<file path="src/rtl/scr66_pkg.sv">
package scr66_pkg;
  typedef enum logic {SCRAMBLE = 1'b0, DESCRAMBLE = 1'b1} scr_dir_e;
  localparam int unsigned DEF_DATA_W  = 64;
  localparam int unsigned DEF_STATE_W = 58;
  localparam int unsigned DEF_TAP     = 39;
  localparam int unsigned DEF_HDR_W   = 2;
endpackage

</file>
<file path="src/rtl/scr66_unroll.sv">
module scr66_unroll
  import scr66_pkg::*;
#(
  parameter int unsigned DATA_W  = DEF_DATA_W,
  parameter int unsigned STATE_W = DEF_STATE_W,
  parameter int unsigned TAP     = DEF_TAP,
  parameter scr_dir_e    DIR     = SCRAMBLE
) (
  input  logic [STATE_W-1:0] hist_i,
  input  logic [DATA_W-1:0]  data_i,
  output logic [DATA_W-1:0]  data_o,
  output logic [STATE_W-1:0] hist_o
);
  // MSB first; h[0] holds the most recent line bit
  if (DIR == DESCRAMBLE) begin : g_desc
    always_comb begin
      logic [STATE_W-1:0] h;
      h = hist_i;
      data_o = '0;
      for (int k = DATA_W - 1; k >= 0; k--) begin
        data_o[k] = data_i[k] ^ h[TAP-1] ^ h[STATE_W-1];
        h = {h[STATE_W-2:0], data_i[k]};
      end
      hist_o = h;
    end
  end else begin : g_scr
    always_comb begin
      logic [STATE_W-1:0] h;
      h = hist_i;
      data_o = '0;
      for (int k = DATA_W - 1; k >= 0; k--) begin
        data_o[k] = data_i[k] ^ h[TAP-1] ^ h[STATE_W-1];
        h = {h[STATE_W-2:0], data_o[k]};
      end
      hist_o = h;
    end
  end
endmodule

</file>
<file path="src/rtl/scr66_lane.sv">
module scr66_lane
  import scr66_pkg::*;
#(
  parameter int unsigned     DATA_W  = DEF_DATA_W,
  parameter int unsigned     STATE_W = DEF_STATE_W,
  parameter int unsigned     TAP     = DEF_TAP,
  parameter int unsigned     HDR_W   = DEF_HDR_W,
  parameter scr_dir_e        DIR     = SCRAMBLE,
  parameter logic [STATE_W-1:0] SEED = '1
) (
  input  logic              clk_i,
  input  logic              rst_ni,
  input  logic              valid_i,
  input  logic [HDR_W-1:0]  hdr_i,
  input  logic [DATA_W-1:0] data_i,
  output logic              valid_o,
  output logic [HDR_W-1:0]  hdr_o,
  output logic [DATA_W-1:0] data_o
);
  logic [STATE_W-1:0] hist_q, hist_d;
  logic [DATA_W-1:0]  word_d;

  scr66_unroll #(
    .DATA_W (DATA_W),
    .STATE_W(STATE_W),
    .TAP    (TAP),
    .DIR    (DIR)
  ) u_unroll (
    .hist_i(hist_q),
    .data_i(data_i),
    .data_o(word_d),
    .hist_o(hist_d)
  );

  always_ff @(posedge clk_i or negedge rst_ni) begin
    if (!rst_ni) begin
      hist_q  <= SEED;
      valid_o <= 1'b0;
      hdr_o   <= '0;
      data_o  <= '0;
    end else begin
      valid_o <= valid_i;
      if (valid_i) begin
        hist_q <= hist_d;
        hdr_o  <= hdr_i;
        data_o <= word_d;
      end
    end
  end
endmodule

</file>
<file path="src/rtl/scr66_pair.sv">
module scr66_pair
  import scr66_pkg::*;
#(
  parameter int unsigned DATA_W  = DEF_DATA_W,
  parameter int unsigned STATE_W = DEF_STATE_W,
  parameter int unsigned TAP     = DEF_TAP,
  parameter int unsigned HDR_W   = DEF_HDR_W,
  parameter logic [STATE_W-1:0] TX_SEED = '1,
  parameter logic [STATE_W-1:0] RX_SEED = '0
) (
  input  logic              clk_i,
  input  logic              rst_ni,
  input  logic              tx_valid_i,
  input  logic [HDR_W-1:0]  tx_hdr_i,
  input  logic [DATA_W-1:0] tx_data_i,
  output logic              tx_valid_o,
  output logic [HDR_W-1:0]  tx_hdr_o,
  output logic [DATA_W-1:0] tx_data_o,
  input  logic              rx_valid_i,
  input  logic [HDR_W-1:0]  rx_hdr_i,
  input  logic [DATA_W-1:0] rx_data_i,
  output logic              rx_valid_o,
  output logic [HDR_W-1:0]  rx_hdr_o,
  output logic [DATA_W-1:0] rx_data_o
);
  scr66_lane #(
    .DATA_W(DATA_W), .STATE_W(STATE_W), .TAP(TAP), .HDR_W(HDR_W),
    .DIR(SCRAMBLE), .SEED(TX_SEED)
  ) u_tx (
    .clk_i  (clk_i),
    .rst_ni (rst_ni),
    .valid_i(tx_valid_i),
    .hdr_i  (tx_hdr_i),
    .data_i (tx_data_i),
    .valid_o(tx_valid_o),
    .hdr_o  (tx_hdr_o),
    .data_o (tx_data_o)
  );

  scr66_lane #(
    .DATA_W(DATA_W), .STATE_W(STATE_W), .TAP(TAP), .HDR_W(HDR_W),
    .DIR(DESCRAMBLE), .SEED(RX_SEED)
  ) u_rx (
    .clk_i  (clk_i),
    .rst_ni (rst_ni),
    .valid_i(rx_valid_i),
    .hdr_i  (rx_hdr_i),
    .data_i (rx_data_i),
    .valid_o(rx_valid_o),
    .hdr_o  (rx_hdr_o),
    .data_o (rx_data_o)
  );
endmodule

</file>
<file path="config.mk">
export PLATFORM = sky130hd
export DESIGN_NAME = scr66_pair
export DESIGN_NICKNAME = d
export VERILOG_FILES = /design/src/rtl/scr66_pkg.sv /design/src/rtl/scr66_unroll.sv /design/src/rtl/scr66_lane.sv /design/src/rtl/scr66_pair.sv
export SDC_FILE = /design/constraint.sdc
export NUM_CORES = 1
export LEC_CHECK = 0
export ABC_AREA = 1
export BUFFER_PORTS_ARGS = -buffer_cell sky130_fd_sc_hd__buf_2
export CELL_PAD_IN_SITES_DETAIL_PLACEMENT = 1
export CELL_PAD_IN_SITES_GLOBAL_PLACEMENT = 2
export CORE_UTILIZATION = 25
export DETAILED_ROUTE_END_ITERATION = 12
export PLACE_DENSITY = 0.72
export SLEW_MARGIN = 20
export SYNTH_ARGS = -nofsm -noshare
export SYNTH_HDL_FRONTEND = slang
export SYNTH_SLANG_ARGS = --single-unit
</file>
<file path="constraint.sdc">
create_clock -name clk_i -period 3.5 [get_ports clk_i]
set_input_delay 0.525 -clock clk_i [delete_from_list [all_inputs] [get_ports clk_i]]
set_output_delay 0.525 -clock clk_i [all_outputs]
set_load 0.05 [all_outputs]
</file>
==> impl_metrics.json <==
{
  "required_ps": 2970,
  "syn_area_per_cell_um2": 8.61,
  "cp_top_family": "flip-flops",
  "grt_first_pass_wirelength_um": 60400,
  "vias_per_cell": 4.42,
  "vias": 9966,
  "syn_nets": 1495,
  "wl_per_cell_um": 17.0,
  "die_x_um": 218,
  "gp_congestion": 0.827,
  "area_delta_synth_final_pct": 26.6,
  "grt_max_degree": 106,
  "start_util": 0.256,
  "drt-pass1-iter-count": 4,
  "clockBufferDepth": 3,
  "period_share": 0.492,
  "coreArea_mm2": 0.0458,
  "num-fill-cells": 5504,
  "whs_ps": -13.1,
  "grt_pass1_vias": 10797,
  "numCtsBuffers": 34,
  "clkTransAtPathRegs_ps": 60,
  "final_net_count": 1764,
  "maxCapViolCount": 0,
  "leakage_nw": 7.52,
  "placed_cells": 2192,
  "cts_htree_levels": 2,
  "io_buffer_count": 269,
  "hold_path.class": "input pin to async pin",
  "synth_cells": 1359,
  "fin_skew_ps": 16.9,
  "postCtsResizedCells": 0,
  "antenna_found_initial": 19,
  "slowest_stage": "dfrtp_1",
  "cts_tree": "built",
  "ys_ff_latch": 250,
  "wirelength_um": 38300,
  "drc_errors": 0,
  "clk_latency_ps": 540,
  "setup_tns_ps": 0,
  "ys_warn_count": 0,
  "cp_cell_sequence": "buf_2",
  "cts_root_buf": "clkbuf_16",
  "worst_pin_slew_ps": 699,
  "finalSetupViolations": 0,
  "syn_area_mm2": 0.0117,
  "hold_violations": 8,
  "cp-start-kind": "flop",
  "maxSlewViolCount": 0,
  "rsz0062_at_grt": "no",
  "synthDistinctLibCells": 24,
  "multi_input_area_mm2": 0.00482,
  "die_y_um": 218,
  "dieArea_mm2": 0.0477,
  "fmax_mhz": 580,
  "violations": "hold timing",
  "synthTopCellsByArea": "dfrtp_1 (41%), nand2_1 (18%), dfstp_2 (13%)",
  "netlist.area_leader.share": 0.411,
  "grtUsageTotal": 0.164,
  "crit_type": "flop to output port",
  "rows": 78,
  "powerDensity_mw_per_mm2": 909,
  "postCtsSetupBuffers": 0,
  "status": "finished with violations",
  "grt_overflow": 0,
  "critical_path_arrival_ps": 1200,
  "antenna_left": 0,
  "seq_area_frac_synth": 0.541,
  "instances_no_fill": 2256,
  "hpwlAfterDp_um": 28500,
  "post-route-util": 0.324,
  "relSlewSlack": 0.534,
  "cp-end-kind": "output port",
  "yosys.area.top_type": "dfrtp_1",
  "fin_crit_ps": 1720,
  "drtIter0Drc": 422,
  "vdd_drop_max_mv": 0.483,
  "final-seq-area_mm2": 0.00633,
  "cp_slowest_stage_delay_ps": 350,
  "cts.hold.buffers_added": 0,
  "worstPathMaxFanout": 2,
  "drive_gt1_frac": 0.247,
  "cts_num_sinks": 250,
  "ios": 270,
  "cp_num_buf_inv": 1
}
[path summary, 6_finish.rpt]
check | startpoint | to | slack, ps | depth (start not counted)
max in group asynchronous | rst_ni | u_tx.hist_q[42]$_DFFE_PN1P_ | 2570 | 2
min reg2reg | u_rx.hdr_o[0]$_DFFE_PN0P_ | u_rx.hdr_o[0]$_DFFE_PN0P_ | 470 | 2
min | rst_ni | u_tx.data_o[31]$_DFFE_PN0P_ | -10 | 1
min in group clk_i | rx_hdr_i[0] | u_rx.hdr_o[0]$_DFFE_PN0P_ | 210 | 3
max | u_rx.data_o[17]$_DFFE_PN0P_ | rx_data_o[17] | 1780 | 1
max reg2reg | u_tx.hist_q[14]$_DFFE_PN1P_ | u_tx.data_o[0]$_DFFE_PN0P_ | 2050 | 9
[layer usage]
layer / part of all wire / global-route usage
met5: 0.0048 / 0
met4: 0.022 / 0.0471
met3: 0.078 / 0.0589
met2: 0.49 / 0.283
met1: 0.40 / 0.188
[power breakdown]
part           total, mW  switching (mW)  internal [mW]
Combinational       5.31            3.83           1.47
Clock               3.42            1.31           2.11
Sequential          4.74           0.693           4.05
[flip-flops by register name, summed over array words and instances, names as in the netlist]
register	cells
u_tx.data_o	64
u_rx.hist_q	58
u_tx.hist_q	58
u_tx.hdr_o	2
u_rx.hdr_o	2
u_rx.valid_o	1
u_tx.valid_o	1
u_rx.data_o	64
[logic make-up (layout without fill, tap and decap cells)]
logic type	count (synthesis)	count (layout)	synth area share
AOI/OAI and AO/OA	116	116	0.0583
xor gates and xnor gates	139	139	0.104
buffers and inverters	129	422	0.0478
DFF	250	250	0.541
other	0	4	0
and+or+nand+nor	725	725	0.249
[worst register-to-register path, cell delays in order (launching register included)]
cell and delay [ps]:
dfstp_2 610, inv_2 40, nand2_1 90, nand2_1 80, nand2_1 80, nand3_1 100, nand2_1 80, nand2_1 50
nand3_1 130, nand2_1 80
[synth_stat cells]
| master | count |
|---|---|
| nand2_1 | 573 |
| dfrtp_1 | 192 |
| nand3_1 | 102 |
| xnor2_1 | 81 |
| inv_1 | 64 |
| dfstp_2 | 58 |
| xor2_1 | 58 |
| o21ai_0 | 40 |
| buf_2 | 34 |
| o211ai_1 | 29 |
| nor2_1 | 25 |
| a21oi_1 | 20 |
| o22ai_1 | 20 |
| or2_1 | 19 |
| inv_2 | 17 |
| clkbuf_1 | 8 |
| o21ai_1 | 6 |
| buf_4 | 4 |
| nand2_2 | 4 |
| buf_6 | 1 |
| clkbuf_8 | 1 |
| nand3_2 | 1 |
| nand3b_1 | 1 |
| o21ai_2 | 1 |
[cell usage in the layout (no fill, tap or decap)]
master     synthesis  layout
nand2_1          573     573
buf_2             34     266
dfrtp_1          192     192
nand3_1          102     102
xnor2_1           81      81
inv_1             64      64
xor2_1            58      58
dfstp_2           58      58
o21ai_0           40      40
clkbuf_16          0      37
o211ai_1          29      29
nor2_1            25      25
o22ai_1           20      20
a21oi_1           20      20
or2_1             19      19
inv_2             17      15
clkbuf_1           8      14
buf_4              4       9
o21ai_1            6       6
clkbuf_8           1       5
buf_12             0       5
diode_2            0       4
clkinv_2           0       4
nand2_2            4       4
nand3b_1           1       1
nand3_2            1       1
o21ai_2            1       1
inv_4              0       1
bufinv_16          0       1
buf_8              0       1
[cell type report]
type,count,area share
sequential,250,0.427
tap,600,0.0507
inverter,81,0.0208
multi-input combinational,980,0.325
timing repair buffer,281,0.102
antenna,4,0.000675
clock buffer,56,0.0707
clock inverter,4,0.00304
[stage by stage]
stage                     power [mW]  instance area [µm²]  hold slack [ps]  worst slack, ps
after floorplan                 8.56                11700              229             2220
after global placement          10.1                13700              454             1610
after detailed placement        10.2                13700              462             1600
after CTS                       13.8                14800             6.13             1720
after global routing            14.4                14800             16.2             1730
final                           13.5                14800            -13.1             1780
(Power assumes the default switching activity.)
